===== src/rtl/itc_sem_pkg.sv =====
package itc_sem_pkg;

  // View codes seen on req_view; shared with the FIFO cell decoder.
  localparam logic [3:0] VIEW_BYPASS  = 4'd0;
  localparam logic [3:0] VIEW_CTRL    = 4'd1;
  localparam logic [3:0] VIEW_EF_BLK  = 4'd2;
  localparam logic [3:0] VIEW_EF_TRY  = 4'd3;
  localparam logic [3:0] VIEW_PV_BLK  = 4'd4;
  localparam logic [3:0] VIEW_PV_TRY  = 4'd5;

  // Packed tag bit positions, common to every cell type.
  localparam int TAG_E_BIT     = 0;
  localparam int TAG_F_BIT     = 1;
  localparam int TAG_T_BIT     = 16;
  localparam int TAG_FIFO_BIT  = 17;
  localparam int TAG_PTR_LSB   = 18;
  localparam int TAG_DEPTH_LSB = 28;
  localparam int TAG_TOP_BIT   = 31;

  typedef enum logic [3:0] {
    OP_NONE,
    OP_BYP_RD,
    OP_CTL_RD,
    OP_CTL_WR,
    OP_WAIT_BLK,
    OP_WAIT_TRY,
    OP_SIGNAL,
    OP_ZERO_RD,
    OP_ONES_RD
  } sem_op_e;

  typedef struct packed {
    logic t;
    logic f;
    logic e;
  } sem_tag_t;

endpackage


===== src/rtl/itc_sem_decode.sv =====
module itc_sem_decode
  import itc_sem_pkg::*;
#(
  parameter int VIEW_W = 4
) (
  input  logic              valid,
  input  logic              write,
  input  logic [VIEW_W-1:0] view,
  output sem_op_e           op
);

  logic [3:0] view4;
  assign view4 = 4'(view);

  always_comb begin
    op = OP_NONE;
    if (valid) begin
      unique case (view4)
        VIEW_BYPASS: op = write ? OP_NONE   : OP_BYP_RD;
        VIEW_CTRL:   op = write ? OP_CTL_WR : OP_CTL_RD;
        // A semaphore cell is never of FIFO type: empty/full views are inert.
        VIEW_EF_BLK,
        VIEW_EF_TRY: op = write ? OP_NONE   : OP_ZERO_RD;
        VIEW_PV_BLK: op = write ? OP_SIGNAL : OP_WAIT_BLK;
        VIEW_PV_TRY: op = write ? OP_SIGNAL : OP_WAIT_TRY;
        default:     op = write ? OP_NONE   : OP_ONES_RD;
      endcase
    end
  end

endmodule


===== src/rtl/itc_sem_counter.sv =====
module itc_sem_counter #(
  parameter int COUNT_W = 16
) (
  input  logic               clk,
  input  logic               rst,
  input  logic               inc,
  input  logic               dec,
  output logic [COUNT_W-1:0] count,
  output logic               is_zero
);

  localparam logic [COUNT_W-1:0] CNT_MAX = '1;

  logic [COUNT_W-1:0] count_q;

  always_ff @(posedge clk) begin
    if (rst) begin
      count_q <= '0;
    end else if (inc && count_q != CNT_MAX) begin
      count_q <= count_q + 1'b1;
    end else if (dec && count_q != '0) begin
      count_q <= count_q - 1'b1;
    end
  end

  assign count   = count_q;
  assign is_zero = (count_q == '0);

  assert_sat_hold_R5: assert property (@(posedge clk) disable iff (rst)
    (inc && count_q == CNT_MAX) |=> (count_q == CNT_MAX));

  assert_dec_step_R2: assert property (@(posedge clk) disable iff (rst)
    (dec && !inc && count_q != '0) |=> (count_q == $past(count_q) - 1'b1));

  assert_zero_floor_R4: assert property (@(posedge clk) disable iff (rst)
    (dec && !inc && count_q == '0) |=> (count_q == '0));

endmodule


===== src/rtl/itc_sem_waitlist.sv =====
module itc_sem_waitlist #(
  parameter int NUM_REQ = 8,
  parameter int ID_W    = (NUM_REQ > 1) ? $clog2(NUM_REQ) : 1
) (
  input  logic               clk,
  input  logic               rst,
  input  logic               add,
  input  logic [ID_W-1:0]    add_id,
  input  logic               flush,
  output logic [NUM_REQ-1:0] mask,
  output logic [NUM_REQ-1:0] wake
);

  logic [NUM_REQ-1:0] mask_q;
  logic [NUM_REQ-1:0] wake_q;
  logic [NUM_REQ-1:0] id_bit;

  // One-hot of the requester, built per bit so any NUM_REQ works.
  for (genvar g = 0; g < NUM_REQ; g++) begin : g_onehot
    assign id_bit[g] = (add_id == ID_W'(g));
  end

  always_ff @(posedge clk) begin
    if (rst) begin
      mask_q <= '0;
      wake_q <= '0;
    end else begin
      wake_q <= flush ? mask_q : '0;
      if (flush) begin
        mask_q <= '0;
      end else if (add) begin
        mask_q <= mask_q | id_bit;
      end
    end
  end

  assign mask = mask_q;
  assign wake = wake_q;

  assert_flush_empties_R6: assert property (@(posedge clk) disable iff (rst)
    flush |=> (mask_q == '0));

  assert_wake_matches_R6: assert property (@(posedge clk) disable iff (rst)
    flush |=> (wake_q == $past(mask_q)));

  assert_wake_only_on_flush_R6: assert property (@(posedge clk) disable iff (rst)
    !flush |=> (wake_q == '0));

  assert_add_records_R3: assert property (@(posedge clk) disable iff (rst)
    (add && !flush) |=> mask_q[$past(add_id)]);

endmodule


===== src/rtl/itc_sem_cell.sv =====
module itc_sem_cell
  import itc_sem_pkg::*;
#(
  parameter int DATA_W  = 64,
  parameter int COUNT_W = 16,
  parameter int VIEW_W  = 4,
  parameter int NUM_REQ = 8,
  parameter int ID_W    = (NUM_REQ > 1) ? $clog2(NUM_REQ) : 1
) (
  input  logic               clk,
  input  logic               rst,
  input  logic               req_valid,
  input  logic               req_write,
  input  logic [VIEW_W-1:0]  req_view,
  input  logic [ID_W-1:0]    req_id,
  input  logic [DATA_W-1:0]  req_wdata,
  output logic               rsp_valid,
  output logic [DATA_W-1:0]  rsp_rdata,
  output logic               rsp_stall,
  output logic [NUM_REQ-1:0] wake
);

  localparam int PAD_W = DATA_W - COUNT_W;

  sem_op_e            op;
  logic [COUNT_W-1:0] count;
  logic               cnt_zero;
  logic               cnt_inc;
  logic               cnt_dec;
  logic               wl_add;
  logic               wl_flush;
  logic [NUM_REQ-1:0] wl_mask;
  sem_tag_t           tag_q;
  logic [DATA_W-1:0]  ctl_word;
  logic [DATA_W-1:0]  rdata_d;
  logic               rsp_valid_q;
  logic               rsp_stall_q;
  logic [DATA_W-1:0]  rsp_rdata_q;

  itc_sem_decode #(.VIEW_W(VIEW_W)) u_decode (
    .valid (req_valid),
    .write (req_write),
    .view  (req_view),
    .op    (op)
  );

  assign cnt_inc  = (op == OP_SIGNAL);
  assign cnt_dec  = (op == OP_WAIT_BLK) || (op == OP_WAIT_TRY);
  assign wl_add   = (op == OP_WAIT_BLK) && cnt_zero;
  assign wl_flush = (op == OP_SIGNAL);

  itc_sem_counter #(.COUNT_W(COUNT_W)) u_counter (
    .clk     (clk),
    .rst     (rst),
    .inc     (cnt_inc),
    .dec     (cnt_dec),
    .count   (count),
    .is_zero (cnt_zero)
  );

  itc_sem_waitlist #(.NUM_REQ(NUM_REQ), .ID_W(ID_W)) u_waitlist (
    .clk    (clk),
    .rst    (rst),
    .add    (wl_add),
    .add_id (req_id),
    .flush  (wl_flush),
    .mask   (wl_mask),
    .wake   (wake)
  );

  // Tag flags; pointer, depth and FIFO-type fields stay zero for this cell.
  always_ff @(posedge clk) begin
    if (rst) begin
      tag_q <= '0;
    end else if (op == OP_CTL_WR) begin
      tag_q.t <= req_wdata[TAG_T_BIT];
      tag_q.f <= req_wdata[TAG_F_BIT];
      tag_q.e <= req_wdata[TAG_E_BIT];
    end
  end

  always_comb begin
    ctl_word            = '0;
    ctl_word[TAG_E_BIT] = tag_q.e;
    ctl_word[TAG_F_BIT] = tag_q.f;
    ctl_word[TAG_T_BIT] = tag_q.t;
  end

  always_comb begin
    unique case (op)
      OP_BYP_RD,
      OP_WAIT_BLK,
      OP_WAIT_TRY: rdata_d = {{PAD_W{1'b0}}, count};
      OP_CTL_RD:   rdata_d = ctl_word;
      OP_ONES_RD:  rdata_d = '1;
      default:     rdata_d = '0;
    endcase
  end

  always_ff @(posedge clk) begin
    if (rst) begin
      rsp_valid_q <= 1'b0;
      rsp_stall_q <= 1'b0;
      rsp_rdata_q <= '0;
    end else begin
      rsp_valid_q <= req_valid;
      rsp_stall_q <= wl_add;
      rsp_rdata_q <= req_valid ? rdata_d : '0;
    end
  end

  assign rsp_valid = rsp_valid_q;
  assign rsp_stall = rsp_stall_q;
  assign rsp_rdata = rsp_rdata_q;

  assert_resp_follows_R11: assert property (@(posedge clk) disable iff (rst)
    req_valid |=> rsp_valid);

  assert_no_spurious_resp_R11: assert property (@(posedge clk) disable iff (rst)
    !req_valid |=> !rsp_valid);

  assert_stall_has_resp_R3: assert property (@(posedge clk) disable iff (rst)
    rsp_stall |-> (rsp_valid && rsp_rdata == '0));

  assert_try_keeps_mask_R4: assert property (@(posedge clk) disable iff (rst)
    (op == OP_WAIT_TRY) |=> $stable(wl_mask));

  assert_ctl_word_shape_R8: assert property (@(posedge clk) disable iff (rst)
    $past(op == OP_CTL_RD) |-> (rsp_rdata[TAG_TOP_BIT:TAG_FIFO_BIT] == '0));

endmodule


===== config.mk =====
export PLATFORM = sky130hd
export DESIGN_NAME = itc_sem_cell
export DESIGN_NICKNAME = d
export VERILOG_FILES = /design/src/rtl/itc_sem_pkg.sv /design/src/rtl/itc_sem_decode.sv /design/src/rtl/itc_sem_counter.sv /design/src/rtl/itc_sem_waitlist.sv /design/src/rtl/itc_sem_cell.sv
export SDC_FILE = /design/constraint.sdc
export NUM_CORES = 1
export LEC_CHECK = 0
export BUFFER_PORTS_ARGS = -buffer_cell sky130_fd_sc_hd__clkbuf_2
export CORE_ASPECT_RATIO = 1.5
export CORE_MARGIN = 4
export CORE_UTILIZATION = 46
export CTS_CLUSTER_DIAMETER = 60
export CTS_CLUSTER_SIZE = 24
export DETAILED_ROUTE_END_ITERATION = 10
export GPL_TIMING_DRIVEN = 0
export PLACE_DENSITY_LB_ADDON = 0.3
export SLEW_MARGIN = 25
export SYNTH_ARGS = -nofsm -noshare
export SYNTH_HDL_FRONTEND = slang
export SYNTH_SLANG_ARGS = --single-unit

===== constraint.sdc =====
create_clock -name clk -period 3.37 [get_ports clk]
set_input_delay 0 -clock clk [delete_from_list [all_inputs] [get_ports clk]]
set_output_delay 0 -clock clk [all_outputs]
set_load 0.05 [all_outputs]

==> qor.txt <==
LAYOUT
-------------------------------------------------------------------------------------------
NumNets Final                                                                           529
Layout cell share with drive strength beyond 1                                        38.6%
Synthesis-to-layout area growth                                                       23.6%
ANT cells                                                                                 0

ROUTING
-------------------------------------------------------------------------------------------
Residual antenna-violating net count after detailed routing                               0
Total iterations of the first detailed-routing run                                        4
Total number of vias                                                                  2,607
DR vias/cell                                                                           5.05
Routed wire length                                                                  6970 um
Post-route DRC violation count                                                            0
Number of design-rule violations left by the first detailed-router iteration             68
Final routed wire length divided by cell count                                      13.5 um

SYNTHESIS
-------------------------------------------------------------------------------------------
Sequential element share of the synthesized area                                      36.2%
Avg Cell Area, Syn                                                                 9.02 um2
Post-synth EDFFs                                                                          0
Primary flip-flop cell chosen by synthesis mapping                             sky130_fd_sc_hd__dfxtp_1
Cell taking the most area after synthesis                                      sky130_fd_sc_hd__dfxtp_1
Cells taking the most area after synthesis                                     sky130_fd_sc_hd__dfxtp_1 (36%), sky130_fd_sc_hd__buf_4 (12%), sky130_fd_sc_hd__ha_1 (5.8%)
Number of library cell types mapped by synthesis                                         53
Number of warnings printed during yosys synthesis                                         0
Share of the synthesized area in the top cell type                                    36.2%
Synthesized instance count                                                              337
Cell types with the highest counts after synthesis                             sky130_fd_sc_hd__dfxtp_1 (55), sky130_fd_sc_hd__buf_4 (48), sky130_fd_sc_hd__a21oi_1 (27), sky130_fd_sc_hd__nand2_1 (27), sky130_fd_sc_hd__nor2_1 (22)
Mapped Area                                                                        3040 um2
Register bit count reported by yosys                                                     55
Most frequent cell after synthesis                                             sky130_fd_sc_hd__dfxtp_1
Proportion of register bits with asynchronous set or reset after synthesis               0%
Syn_nets                                                                                427

GLOBAL ROUTE
-------------------------------------------------------------------------------------------
Global-route wire length before repair                                            10,900 um
GRT Residual Overflow                                                                     0
Initial antenna violation count                                                           0
Total global routing track utilization                                                17.2%
Pin count of the biggest net entering global routing                                     48
Number of global-route vias before repair                                             2,354

STA
-------------------------------------------------------------------------------------------
Final Cycle Share                                                                     87.5%
Highest achievable clock rate                                                       339 MHz
Final Max Tran Viols                                                                      0
Worst hold slack                                                                  0.0251 ns
Max-slew headroom                                                                     52.3%
Layout Skew                                                                       0.0127 ns
Setup-failing EPs final                                                                   0
Slew at the pin with the worst max-slew slack                                      0.715 ns
Minimum setup slack in the final design                                            0.421 ns
Accumulated negative setup slack                                                       0 ns
Post-layout minimum cycle time                                                      2.95 ns
Count of final hold-check violations                                                      0
Setup repair after global routing missed its margin                                      no

CRITICAL PATH
-------------------------------------------------------------------------------------------
Setup slack of the most critical reg-to-reg path                                    0.42 ns
Worst-path maximum fanout                                                                 7
Worst reg2reg startpoint                                                       u_counter.count[12]
Path type of the worst setup path                                                   reg2reg
Worst Reg-to-Reg Cells                                                                   11
End of the worst register-to-register path                                     u_counter.count[11]
Worst endpoint required time                                                        3.61 ns
CP Data Arrival Time                                                                3.19 ns
CP Launch Type                                                                         flop
CP endpoint kind                                                                       flop

HOLD PATH
-------------------------------------------------------------------------------------------
Hold WC Path Type                                                                    in2reg
Cell depth of the worst hold path                                                         3
Start point of the worst hold path                                                req_valid
Sink of the worst hold path                                                    rsp_rdata[1]

FLOORPLAN
-------------------------------------------------------------------------------------------
Initial core utilization                                                              47.2%
Boundary Pins                                                                           149
Floorplan die height                                                                 108 um
Placement Rows                                                                           36
Chip width                                                                          74.4 um
Die footprint                                                                      8000 um2
Area of the core region                                                            6440 um2

CLOCKING
-------------------------------------------------------------------------------------------
Clock tree buffer depth                                                                   2
Clk Latency, worst-skew pair                                                        0.31 ns
CTS Sinks                                                                                55
Cell at the root of the clock tree                                             sky130_fd_sc_hd__clkbuf_8
Post-CTS resize count                                                                     0
Clock tree from TritonCTS                                                               yes
Clock transition at path regs                                                       0.10 ns
Number of buffers created by CTS                                                          5
Max H-tree Level                                                                          2

PWR
-------------------------------------------------------------------------------------------
Sequential share of power                                                             46.6%
Peak supply drop                                                                     191 uV
Internal power                                                                    0.00103 W
Lkg Pwr                                                                             1.99 nW
Power per cell area                                                              389 nW/um2
Switching fraction of total power                                                     29.4%
Portion of total power attributed to the clock network                                31.1%
Combinational share of power                                                          22.3%
Switching power of the nets                                                      0.000429 W

PLACED DESIGN
-------------------------------------------------------------------------------------------
RD Place Congestion                                                                   0.849
Number of I/O port buffers                                                               87
DPL Wire Length                                                                     5500 um
Setup slack at placement                                                           0.269 ns

STATUS
-------------------------------------------------------------------------------------------
Run status                                                                     finished clean

RUN
-------------------------------------------------------------------------------------------
Max-cap check violation count                                                             0

[logic make-up (layout without fill, tap and decap cells)]
group / Yosys count / in the layout / synth area share [%]
compound gates: 82 / 82 / 19.2
xor+xnor: 12 / 12 / 3.46
fa+ha+maj: 15 / 15 / 6.42
buf+inv: 63 / 166 / 14.3
flops: 55 / 55 / 36.2
mux: 3 / 3 / 0.988
simple gates: 107 / 107 / 19.4
[power groups by stage]
| stage | clock network [W] | registers [W] | logic [W] |
|---|---|---|---|
| final | 0.000454 | 0.000680 | 0.000325 |
| after detailed placement | 0 | 0.000695 | 0.000320 |
| after CTS | 0.000457 | 0.000680 | 0.000325 |
| after global routing | 0.000480 | 0.000683 | 0.000354 |
| after global placement | 0 | 0.000695 | 0.000317 |
| after floorplan | 0 | 0.000710 | 0.000238 |
[sequential cells by signal, summed over array words and instances (netlist names)]
register,count
u_waitlist.mask,8
u_waitlist.wake,8
ctl_word,3
u_counter.count,16
rsp_stall,1
rsp_valid,1
rsp_rdata,18
[layout make-up]
type                       count  area, um2
buffer                        56        408
clock buffer                   6       82.6
clock inverter                 2       35.0
fill                         581       2690
inverter                       7       26.3
multi-input combinational    219       1500
sequential                    55       1100
tap                           76       95.1
timing repair buffer          95        503
[timing repair]
action / in CTS / in global routing
setup buffers: 0 / 5
hold buffers: 3 / 0
endpoints found under the setup margin: 0 / 2
hold endpoints to repair: 3 / 0
[worst max-delay path by stage]
stage,endpoint,slack (ns),startpoint,cells after the start
2_1_floorplan,u_counter.count[14],0.78,u_counter.count[15],11
3_3_place_gp,u_counter.count[12],0.27,u_counter.count[11],11
3_5_place_dp,u_counter.count[12],0.27,u_counter.count[11],11
4_1_cts,u_counter.count[12],0.24,u_counter.count[12],11
5_1_grt,u_counter.count[11],0.15,u_counter.count[11],11
6_report,u_counter.count[11],0.42,u_counter.count[12],11
[critical path, cell delays in order (launching register included)]
cell,delay [ns]
sky130_fd_sc_hd__dfxtp_1,0.43
sky130_fd_sc_hd__nand4_1,0.24
sky130_fd_sc_hd__nor4_4,0.35
sky130_fd_sc_hd__nand2b_4,0.19
sky130_fd_sc_hd__buf_4,0.15
sky130_fd_sc_hd__ha_1,0.24
sky130_fd_sc_hd__a211oi_1,0.39
sky130_fd_sc_hd__o211ai_2,0.18
sky130_fd_sc_hd__a21oi_2,0.25
sky130_fd_sc_hd__nor2_1,0.09
sky130_fd_sc_hd__xnor2_1,0.15
sky130_fd_sc_hd__a211oi_2,0.21
[layer usage]
| layer | share of wire [%] | vias to the layer above | routed length (um) | track usage (%) |
|---|---|---|---|---|
| met5 | 0 | - | 0 | 0 |
| met1 | 40 | 1178 | 2770 | 18.7 |
| met4 | 1.7 | 0 | 116 | 6.11 |
| met3 | 7.1 | 7 | 493 | 3.36 |
| li1 | - | 1345 | - | - |
| met2 | 52 | 77 | 3590 | 31.7 |
[cell usage in the layout (no fill, tap or decap), types with 8 or more instances in the layout]
| master | instances |
|---|---|
| sky130_fd_sc_hd__a21o_1 | 16 |
| sky130_fd_sc_hd__a21oi_1 | 27 |
| sky130_fd_sc_hd__a22o_1 | 8 |
| sky130_fd_sc_hd__and2_1 | 9 |
| sky130_fd_sc_hd__buf_4 | 53 |
| sky130_fd_sc_hd__clkbuf_2 | 87 |
| sky130_fd_sc_hd__dfxtp_1 | 54 |
| sky130_fd_sc_hd__ha_1 | 14 |
| sky130_fd_sc_hd__nand2_1 | 27 |
| sky130_fd_sc_hd__nor2_1 | 22 |
| sky130_fd_sc_hd__xnor2_1 | 10 |
[per-stage QoR]
step | utilization, % | instance area (um2) | cells | total power [W]
floorplan | - | 3040 | 337 | 0.000948
global placement | 55.4 | 3570 | 500 | 0.00101
detailed placement | 55.4 | 3570 | 500 | 0.00102
CTS | 57.7 | 3720 | 511 | 0.00146
global route | 58.3 | 3760 | 516 | 0.00152
finish | 58.3 | 3760 | 516 | 0.00146
No activity file was read; power rests on OpenSTA's default activity.
